--- src/rtl/dtpg_pkg.sv ---
package dtpg_pkg;

    localparam int FRAME_W = 7;

    typedef logic [FRAME_W-1:0] frame_t;

    typedef enum logic {
        MODE_NORMAL = 1'b0,
        MODE_TRAIN  = 1'b1
    } lane_mode_e;

    typedef enum logic {
        VAR_WIDE   = 1'b0,
        VAR_NARROW = 1'b1
    } pat_var_e;

    typedef struct packed {
        lane_mode_e mode;
        pat_var_e   variant;
    } frame_sel_t;

    localparam frame_t RUN_WIDE     = 7'b1111000;
    localparam frame_t RUN_NARROW   = 7'b1110000;
    localparam frame_t MARK_WIDE    = 7'b1111100;
    localparam frame_t MARK_NARROW  = 7'b1100000;

    function automatic frame_t clk_pattern(frame_sel_t s);
        if (s.mode == MODE_TRAIN)
            return (s.variant == VAR_WIDE) ? MARK_WIDE : MARK_NARROW;
        return (s.variant == VAR_WIDE) ? RUN_WIDE : RUN_NARROW;
    endfunction

    function automatic frame_t cal_pattern(pat_var_e v);
        return (v == VAR_WIDE) ? RUN_WIDE : RUN_NARROW;
    endfunction

endpackage

--- src/rtl/dtpg_mode_ctrl.sv ---
module dtpg_mode_ctrl
    import dtpg_pkg::*;
#(
    parameter int MIN_TRAIN = 4
) (
    input  logic       clk_i,
    input  logic       rst_i,
    input  logic       train_req_n_i,
    input  logic       bal_en_i,
    input  logic       var_sel_i,
    output frame_sel_t sel_o,
    output logic       done_o
);
    localparam int CNT_W = $clog2(MIN_TRAIN + 1);
    localparam logic [CNT_W-1:0] CNT_MAX = CNT_W'(MIN_TRAIN);

    logic [CNT_W-1:0] cnt_q;

    always_comb begin
        sel_o.mode    = (bal_en_i && !train_req_n_i) ? MODE_TRAIN : MODE_NORMAL;
        sel_o.variant = pat_var_e'(var_sel_i);
    end

    always_ff @(posedge clk_i) begin
        if (rst_i)
            cnt_q <= '0;
        else if (sel_o.mode != MODE_TRAIN)
            cnt_q <= '0;
        else if (cnt_q != CNT_MAX)
            cnt_q <= cnt_q + 1'b1;
    end

    assign done_o = (cnt_q == CNT_MAX);

    // a non-training edge always leaves done low
    assert_done_clears_R8: assert property (@(posedge clk_i) disable iff (rst_i)
        (sel_o.mode != MODE_TRAIN) |=> !done_o);

    // done holds while training continues
    assert_done_holds_R7: assert property (@(posedge clk_i) disable iff (rst_i)
        (done_o && sel_o.mode == MODE_TRAIN) |=> done_o);

endmodule

--- src/rtl/dtpg_clk_lane.sv ---
module dtpg_clk_lane
    import dtpg_pkg::*;
(
    input  logic       clk_i,
    input  logic       rst_i,
    input  frame_sel_t sel_i,
    output frame_t     frame_o
);
    frame_t frame_q;

    always_ff @(posedge clk_i) begin
        if (rst_i)
            frame_q <= RUN_WIDE;
        else
            frame_q <= clk_pattern(sel_i);
    end

    assign frame_o = frame_q;

    // training with the wide variant marks the clock lane with five ones
    assert_train_mark_R4: assert property (@(posedge clk_i) disable iff (rst_i)
        (sel_i.mode == MODE_TRAIN && sel_i.variant == VAR_WIDE) |=> ($countones(frame_o) == 5));

    // normal framing always carries a leading high run and trailing zeros
    assert_run_shape_R2: assert property (@(posedge clk_i) disable iff (rst_i)
        (sel_i.mode == MODE_NORMAL) |=> (frame_o[FRAME_W-1] && !frame_o[0] && $countones(frame_o) >= 3));

endmodule

--- src/rtl/dtpg_data_lanes.sv ---
module dtpg_data_lanes
    import dtpg_pkg::*;
#(
    parameter int NUM_LANES = 8
) (
    input  logic                         clk_i,
    input  logic                         rst_i,
    input  frame_sel_t                   sel_i,
    input  logic [NUM_LANES*FRAME_W-1:0] payload_i,
    output logic [NUM_LANES*FRAME_W-1:0] frames_o
);
    for (genvar g = 0; g < NUM_LANES; g++) begin : g_lane
        frame_t frame_q;
        frame_t pay;

        assign pay = payload_i[g*FRAME_W +: FRAME_W];

        always_ff @(posedge clk_i) begin
            if (rst_i)
                frame_q <= '0;
            else if (sel_i.mode == MODE_TRAIN)
                frame_q <= cal_pattern(sel_i.variant);
            else
                frame_q <= pay;
        end

        assign frames_o[g*FRAME_W +: FRAME_W] = frame_q;

        // a calibration frame starts high and ends low
        assert_cal_shape_R5: assert property (@(posedge clk_i) disable iff (rst_i)
            (sel_i.mode == MODE_TRAIN) |=> (frame_q[FRAME_W-1 -: 3] == 3'b111 && frame_q[2:0] == 3'b000));
    end

endmodule

--- src/rtl/deskew_pattern_gen.sv ---
module deskew_pattern_gen
    import dtpg_pkg::*;
#(
    parameter int NUM_LANES = 8,
    parameter int MIN_TRAIN = 4
) (
    input  logic                         clk_i,
    input  logic                         rst_i,
    input  logic                         train_req_n_i,
    input  logic                         bal_en_i,
    input  logic                         var_sel_i,
    input  logic [NUM_LANES*FRAME_W-1:0] payload_i,
    output logic [FRAME_W-1:0]           clk_frame_o,
    output logic [NUM_LANES*FRAME_W-1:0] data_frames_o,
    output logic                         train_done_o
);
    frame_sel_t sel;

    dtpg_mode_ctrl #(.MIN_TRAIN(MIN_TRAIN)) ctrl_i (
        .clk_i         (clk_i),
        .rst_i         (rst_i),
        .train_req_n_i (train_req_n_i),
        .bal_en_i      (bal_en_i),
        .var_sel_i     (var_sel_i),
        .sel_o         (sel),
        .done_o        (train_done_o)
    );

    dtpg_clk_lane clk_lane_i (
        .clk_i   (clk_i),
        .rst_i   (rst_i),
        .sel_i   (sel),
        .frame_o (clk_frame_o)
    );

    dtpg_data_lanes #(.NUM_LANES(NUM_LANES)) lanes_i (
        .clk_i     (clk_i),
        .rst_i     (rst_i),
        .sel_i     (sel),
        .payload_i (payload_i),
        .frames_o  (data_frames_o)
    );

    // without balance mode the payload passes through untouched
    assert_bal_off_pass_R6: assert property (@(posedge clk_i) disable iff (rst_i)
        !bal_en_i |=> (data_frames_o == $past(payload_i)));

    // a high request passes payload through
    assert_normal_pass_R3: assert property (@(posedge clk_i) disable iff (rst_i)
        train_req_n_i |=> (data_frames_o == $past(payload_i)));

endmodule

--- config.mk ---
export PLATFORM = sky130hd
export DESIGN_NAME = deskew_pattern_gen
export DESIGN_NICKNAME = d
export VERILOG_FILES = /design/src/rtl/dtpg_pkg.sv /design/src/rtl/dtpg_mode_ctrl.sv /design/src/rtl/dtpg_clk_lane.sv /design/src/rtl/dtpg_data_lanes.sv /design/src/rtl/deskew_pattern_gen.sv
export SDC_FILE = /design/constraint.sdc
export NUM_CORES = 1
export LEC_CHECK = 0
export BUFFER_PORTS_ARGS = -buffer_cell sky130_fd_sc_hd__buf_2
export CORE_MARGIN = 4
export CORE_UTILIZATION = 41
export DETAILED_ROUTE_END_ITERATION = 16
export PLACE_DENSITY = 0.87
export SYNTH_ARGS = -nofsm -noshare
export SYNTH_HDL_FRONTEND = slang
export SYNTH_HIERARCHICAL = 1
export SYNTH_SLANG_ARGS = --single-unit
--- constraint.sdc ---
create_clock -name clk_i -period 1.2 [get_ports clk_i]
set_input_delay 0.24 -clock clk_i [delete_from_list [all_inputs] [get_ports clk_i]]
set_output_delay 0.24 -clock clk_i [all_outputs]
set_load 0.02 [all_outputs]
* After elaboration in Yosys (flattened, before gate mapping)
Cells that the tools add are included.
Storage, ports and cells: register bits after elaboration 66, output and inout bits 64
Operators by class: add/sub/neg operators 1, multiplexer cells 15, bitwise logic cells 1, reductions and logical operators 3, equality and inequality tests 2
Operator list (count):
- 7-bit two-way mux | 10
- 5-bit two-way mux | 1
- 4-bit two-way mux | 1
- 3-bit by 1-bit adder with 3-bit output (second input constant) | 1
- 3-bit == test (second input constant) | 1
- 1-bit two-way mux | 3
- 3-bit != test (second input constant) | 1
- 2-bit OR reduction | 1
- 1-bit logical AND | 1
- 1-bit logical NOT | 1
- 1-bit NOT | 1

* Logic depth before layout (Yosys ltp)
Gate-level depths: netlist (run 1).
depth in word-level cells 6, depth in mapped cells 5

* Hierarchy
The synthesis (run 1) kept the hierarchy.
By module, submodules not included:
- dtpg_data_lanes | cells each 156, sequential area each 1121.1 µm², instances 1, area an instance 1654.1 µm²
- dtpg_mode_ctrl | cells each 20, sequential area each 60.1 µm², instances 1, area an instance 186.4 µm²
- dtpg_clk_lane | cells each 12, sequential area each 60.1 µm², instances 1, area an instance 123.9 µm²

* Worst setup path after synthesis (run 1)
OpenSTA, ideal clock, no wires.
kind reg-to-output, from register ctrl_i.cnt_q[0], to output train_done_o, slack 0.107 ns, data arrival time 0.853 ns, stages on the path, launching flop included 4, cells stage by stage dfxtp_1 -> inv_1 -> ha_1 -> and2_1
Between the ends: longest elaborated chain between the ends 1
RTL lines:
- start: declaration | line dtpg_mode_ctrl.sv:17 | logic [CNT_W-1:0] cnt_q;
- start signal: assignment | line dtpg_mode_ctrl.sv:30 | cnt_q <= cnt_q + 1'b1;
- 3-bit == test | line dtpg_mode_ctrl.sv:33 | assign done_o = (cnt_q == CNT_MAX);
- end: declaration | line deskew_pattern_gen.sv:15 | output logic train_done_o
Every way passes these cells.

* Final worst setup path (run 1)
from register ctrl_i.cnt_q[1], to output train_done_o
The elaborated chain is that of the path after synthesis.

==> summary by stage, run 1 <==
Routing
Dividing the detail-routed wire length by the instance count gives 11.8 um. The final wirelength is 4370 um. The DRC violation count after routing is 0. The via density per instance is 4.36. The count of TritonRoute iterations in the first routing pass is 3. The first-iteration detailed-routing DRC count is 38.

The via count of the routed design is 1612. The detail route stage leaves a number of antenna-violating nets equal to 0.

Setup path
The startpoint class of the critical path is a register. The data arrival at the endpoint of the critical path is 1110 ps. The maximum net fanout on the critical path is 2. The worst setup path is captured at an output pin. The reg2reg setup slack is 120 ps. The worst setup path is of the reg -> out kind. Data on the critical path is required at its endpoint by 960 ps.

Placement
The placed cell count is 352. At the end of routability-driven placement, the weighted congestion stood at 0.741. The count of input and output buffers is 120.

The half-perimeter wire length of the detailed placement result is 3230 um. OpenSTA, run right after detailed placement, puts the worst setup slack at 40.0 ps.

Floorplanning
The area of the placeable core is 0.00450 mm^2. The die outline area is 0.00596 mm^2. 125 I/O pins were placed.

The die extent in y is 77.2 um. The number of core rows is 24. Measured along the x axis, the die boundary spans 77.2 um. The initial standard-cell utilization of the core is 43.6%.

Power and ir drop
The reported leakage power is 1.48 nW. The share of total power dissipated in combinational logic is 11.9%. Internal power comes to 3.70 mW. The maximum vdd ir drop is 1.07 mV.

The power density over the cells is 1680 mW/mm^2. The relative contribution of the clock network to total power is 42.4%. The switching component of the power is 1.12 mW. The fraction of power spent switching nets is 23.3%.

Overall power consumption after layout is estimated at 4.82 mW. The sequential share of power is 45.6%.

Global routing
Global routing used 15.1% of the available tracks. The number of global-route vias before repair was 1573. Global routing finished with a remaining overflow of 0. The first global-routing pass estimated 7200 um of wire. The initial antenna violation count is 0.

Entering global routing, the biggest net connects 31 pins.

Logic synthesis
The count of warnings emitted by yosys is 6. The unique cell type count in the Yosys netlist is 24. Summing every instance area after synthesis gives 0.00196 mm^2.

The sequential-to-total area share from yosys stat is 63.2%. In this run, synthesis produced a sequential element count of 62. A synthesized cell averages 10.4 um^2. Counting every instance in the synthesized netlist gives 188.

STA
Setup violations remaining at the end of the flow were counted as 1. The number of max-slew violations in the final report is 0. The number of failing hold endpoints at the final stage was 0. The worst hold slack is 118 ps. The post-layout minimum cycle time is 1350 ps. For this run, the top clock speed supported by timing is 740 MHz. The part of the cycle the worst path needs is 113%.

Across the routed clock network, the largest skew measured is 2.87 ps. Setup repair after global routing could not meet its margin everywhere. The slack of the critical path is -152 ps.

Finish
The area growth from synthesis to layout is 46.0%. The final core utilization is 63.7%. The antenna cell count is 0. The layout net count is 376.

Once layout is complete, the cells apart from fillers number 370. The library cell used most frequently in the layout, excluding fill and tap cells, is buf_2. The library cells used most frequently in the layout, excluding fill and tap cells, are buf_2 (119), dfxtp_1 (60), nor2_1 (40). The final-layout fill cell count is 390. The share of final-layout standard cells stronger than drive strength 1 is 52.2%.

Clock tree
For this design, the sink count on the clock tree is 62. In this run, CTS created clock tree buffers numbering 9. The clock slew seen by the registers of the worst setup and hold paths is 70 ps.

The number of hold buffers added after CTS is 0. TritonCTS built the clock tree. The number of buffers between clock root and the deepest sink is 2.

The tree is rooted in a clkbuf_8. For the worst-skew pair, the clock arrives at the later sink with an insertion delay of 310 ps. The H-tree generated during clock tree synthesis spans 3 levels.

Status
The final reports fail on setup timing. The flow ran to the end, but the final reports show violations.

Flow run
The max-cap violation count is 0.

Worst hold path
In this run the worst hold path is classified as in -> reg.
path summary, 6_finish.rpt:
path | from | to | cells after the start
max reg2reg | ctrl_i/cnt_q[0]$_SDFFE_PP0P_ | ctrl_i/cnt_q[2]$_SDFFE_PP0P_ | 5
min reg2reg | ctrl_i/cnt_q[2]$_SDFFE_PP0P_ | ctrl_i/cnt_q[0]$_SDFFE_PP0P_ | 2
max | ctrl_i/cnt_q[1]$_SDFFE_PP0P_ | train_done_o | 4
min | payload_i[36] | lanes_i/g_lane[5].frame_q[1]$_SDFF_PP0_ | 2
final cells by class:
cell class,instances,area (um^2),area share (%)
flip-flops and latches,62,1240,43.4
clock buffers,11,151,5.28
clock inverters,5,81.3,2.84
well taps,52,65.1,2.27
inverters,2,7.51,0.262
multi-input cells,111,634,22.1
repair buffers,127,684,23.9
power groups by stage:
| stage | combinational, mW | clock, mW | sequential [mW] |
|---|---|---|---|
| finish | 0.576 | 2.05 | 2.20 |
| global route | 0.628 | 2.23 | 2.21 |
| CTS | 0.582 | 2.11 | 2.20 |
| detailed placement | 0.575 | 0 | 2.25 |
| global placement | 0.566 | 0 | 2.25 |
| floorplan | 0.190 | 0 | 2.41 |
stage by stage:
step / instance area [um^2] / setup TNS, ps
floorplan: 1970 / 0
global placement: 2590 / 0
detailed placement: 2590 / 0
CTS: 2860 / -167
global route: 2870 / -203
finish: 2870 / -152
layer usage:
layer | track usage [%] | part of all wire (%) | routed length (um)
met4 | 7.30 | 1.9 | 84
met5 | 0 | 0 | 0
met1 | 16.0 | 37 | 1640
met3 | 5.62 | 10 | 454
met2 | 26.3 | 50 | 2190
kinds of logic after synthesis:
| group | after synthesis | synth area share (%) |
|---|---|---|
| simple gates | 93 | 25.7 |
| other cells | 2 | 0.382 |
| fa+ha+maj | 2 | 1.27 |
| compound gates | 12 | 3.44 |
| flops | 62 | 63.2 |
| buf+inv | 17 | 5.99 |
Yosys cell counts:
| master | count | area share (%) |
|---|---|---|
| a21bo_2 | 1 | 0.51 |
| a21o_1 | 1 | 0.38 |
| a21oi_1 | 10 | 2.5 |
| and2_1 | 25 | 8.0 |
| and2b_2 | 1 | 0.45 |
| and3b_1 | 1 | 0.45 |
| buf_2 | 5 | 1.3 |
| buf_4 | 5 | 1.9 |
| buf_6 | 2 | 1.1 |
| buf_8 | 1 | 0.76 |
| clkbuf_2 | 2 | 0.51 |
| conb_1 | 2 | 0.38 |
| dfxtp_1 | 62 | 63 |
| ha_1 | 2 | 1.3 |
| inv_1 | 2 | 0.38 |
| nand2b_1 | 10 | 3.2 |
| nand3_1 | 2 | 0.51 |
| nand3b_1 | 1 | 0.38 |
| nor2_1 | 40 | 7.6 |
| nor2_2 | 9 | 2.9 |
| nor2_4 | 1 | 0.57 |
| nor3_2 | 1 | 0.51 |
| nor3b_2 | 1 | 0.64 |
| or3b_4 | 1 | 0.57 |
critical path, stage by stage, from the launching register on:
cell and delay, ps:
dfxtp_2 340, inv_2 40, ha_4 150, and2_4 150
buf_6 120
repair_timing:
item	4_1_cts	5_1_grt
pin swaps	1	1
resized for setup	9	2
setup buffers	2	1
setup endpoints to repair	1	4
sequential cells by signal, summed over array words and instances (netlist names):
name                    count
clk_lane_i/frame_o          3
lanes_i/g_lane.frame_q     56
ctrl_i/cnt_q                3
No activity file was read; power rests on OpenSTA's default activity.
==> run 2: changes to the inputs <==
==> constraint.sdc (replaced) <==
create_clock -name clk_i -period 1.35 [get_ports clk_i]
set_input_delay 0.27 -clock clk_i [delete_from_list [all_inputs] [get_ports clk_i]]
set_output_delay 0.27 -clock clk_i [all_outputs]
set_load 0.02 [all_outputs]
==> summary by stage, run 2 (synthesis gave the netlist of run 1 again) <==
Status
The flow ran to the end, but the final reports show violations. The final reports fail on setup timing.

Setup path
The highest cell delay on the worst timing path is 340 ps (about the same). The data arrival at the endpoint of the critical path is 1100 ps (about the same). On the critical path, the stage with the largest delay is an instance of dfxtp_2. Among cell families on the critical path, the largest total delay comes from flip-flops.

The critical path goes through inv_2 > ha_4 > and2_4 > buf_6. The reg2reg setup slack is 290 ps (+170 ps). The element type at the critical path end is an output pin. The number of buffers and inverters on the critical path came to 2 (unchanged). The startpoint class of the critical path is a register. The endpoint required time on the critical path was 1080 ps (+120 ps).

The worst setup path is of the reg -> out kind. The maximum net fanout on the critical path was 2 (unchanged).

Global routing
The global-route usage over all layers is 15.4% (+0.32 points). The wire length of the first global-routing pass came to 7210 um (about the same). The overflow left after global routing is 0 (unchanged). The initial antenna violation count is 0 (unchanged). The number of global-route vias before repair was 1580 (+0.45%). The maximum number of pins on one net before global-route repair is 32 (+3.2%).

Placement
The placer's final routability congestion estimate was 0.733 (-1.2%). The half-perimeter wire length of the detailed placement result is 3330 um (+3.0%). The count of input and output buffers was 120 (unchanged). The minimum setup slack after placement is 101 ps (+61.0 ps).

Finish
The layout net count is 374 (-0.53%). The final core utilization came to 61.5% (-2.2 points). The leading cell type in the layout, fill and taps excluded is buf_2. The share of final-layout standard cells stronger than drive strength 1 is 50.2% (-2.0 points).

The area growth from synthesis to layout is 41.0%. The number of flip-flops under the largest register name is 56 (unchanged). The register name with the most flops is lanes_i/g_lane.frame_q.

Leaving out fill and tap cells, the most frequent cells in the layout are buf_2 (119), dfxtp_1 (60), nor2_1 (40). The antenna cell count is 0 (unchanged).

STA
The slack of the critical path is -21.8 ps (+130 ps). The number of failing hold endpoints at the final stage came to 0 (unchanged). The count of endpoints failing setup in the final report is 1 (unchanged). The worst clock skew is 0.237 ps (-2.63 ps). The part of the cycle the worst path needs is 102%. The number of max-slew violations in the final report is 0 (unchanged). Derived from the worst setup path, the maximum achievable clock frequency is 729 MHz. Setup repair after global routing could not meet its margin everywhere. The total negative slack for setup checks is -21.8 ps (+130 ps). The smallest clock period supported by the final layout is computed as 1370 ps.

Routing
The final routed wire length divided by cell count is 12.0 um (+1.5%). The via density per instance is 4.34 (-0.50%). The first-iteration detailed-routing DRC count is 40 (+5.3%).

The number of nets with antenna violations after detailed routing came to 0 (unchanged). The DRC violation count after routing is 0 (unchanged). The final wirelength is 4400 um (+0.71%). The via count of the routed design is 1591 (-1.3%). The count of TritonRoute iterations in the first routing pass is 4 (+1).

Clock tree
The number of clock sinks is 62 (unchanged). The root buffer selected by CTS is clkbuf_8. The CTS tree is yes. The number of buffers added by the clock tree synthesis step was 9 (unchanged). The clock slew seen by the registers of the worst setup and hold paths is 60 ps (about the same). The H-tree depth reported by CTS is 3 (unchanged).

The number of buffers between clock root and the deepest sink is 2 (unchanged). The insertion delay to the later sink of the worst-skew pair is 310 ps (about the same).

Floorplanning
The width of the die is 77.2 um (unchanged). The count of pins on the block boundary is 125 (unchanged). The initial standard-cell utilization of the core is 43.6% (unchanged). The number of core rows is 24 (unchanged). The area of the placeable core is 0.00450 mm^2 (unchanged). The die outline area is 0.00596 mm^2 (unchanged). The die extent in y is 77.2 um (unchanged).

Power and ir drop
The maximum vdd ir drop is 0.662 mV (-38%). The power density over the cells is 1390 mW/mm^2 (-18%). The total power is 3.84 mW (-21%).

The reported leakage power is 1.44 nW (-2.7%).

Flow run
The max-cap violation count is 0 (unchanged).

Worst hold path
The min-delay analysis places its worst path in the category in -> reg.
## run 2: cell types whose count changed in the layout (fill, tap and decap cells not counted), sizes merged
cell / previous run / this run
clkinvlp: 1 / 0
clkbuf: 11 / 14
clkinv: 2 / 1
bufinv: 2 / 0
buf: 127 / 125
## run 2: path summary, 6_finish.rpt
| path | from | end | cells after the start |
|---|---|---|---|
| max reg2reg | ctrl_i/cnt_q[0]$_SDFFE_PP0P_ | ctrl_i/cnt_q[1]$_SDFFE_PP0P_ | 5 |
| min reg2reg | ctrl_i/cnt_q[2]$_SDFFE_PP0P_ | ctrl_i/cnt_q[0]$_SDFFE_PP0P_ | 2 |
| max | ctrl_i/cnt_q[0]$_SDFFE_PP0P_ | train_done_o | 4 |
| min | payload_i[50] | lanes_i/g_lane[7].frame_q[1]$_SDFF_PP0_ | 2 |
## run 2: layout make-up
cell class / count / area (um^2)
inverters: 2 / 7.51
fillers: 395 / 1740
clock inverters: 1 / 5.00
flip-flops and latches: 62 / 1240
repair buffers: 125 / 657
well taps: 52 / 65.1
clock buffers: 14 / 163
multi-input cells: 111 / 628
## run 2: routing by layer
metal | vias up | track usage [%] | share of wire (%)
met1 | 695 | 16.1 | 40
met3 | 8 | 6.21 | 8.7
li1 | 812 | - | -
met4 | 0 | 8.36 | 1.4
met5 | - | 0 | 0
met2 | 76 | 26.3 | 50
## run 2: what timing repair did
action | in CTS | in global routing
buffers inserted | 2 | 0
pin swaps | 1 | 0
setup endpoints to repair | 1 | 1
hold buffers | 0 | 0
gates resized for setup | 9 | 0
## run 2: per-stage QoR
stage	instances	hold WS, ps	area [um^2]
5_1_grt	367	127	2770
6_report	367	151	2770
4_1_cts	367	132	2770
2_1_floorplan	190	340	1970
3_3_place_gp	350	467	2560
3_5_place_dp	350	473	2560
## run 2: worst reg2reg max path: stages (launching register included)
cell	delay [ps]
dfxtp_2	340
inv_2	40
ha_4	140
buf_4	140
a21bo_2	200
a21oi_1	120
## run 2: report_power, final
group / leakage, nW / internal [mW] / switching [mW]
registers: 0.516 / 1.94 / 0.0233
logic: 0.834 / 0.204 / 0.298
clock network: 0.0865 / 0.756 / 0.617
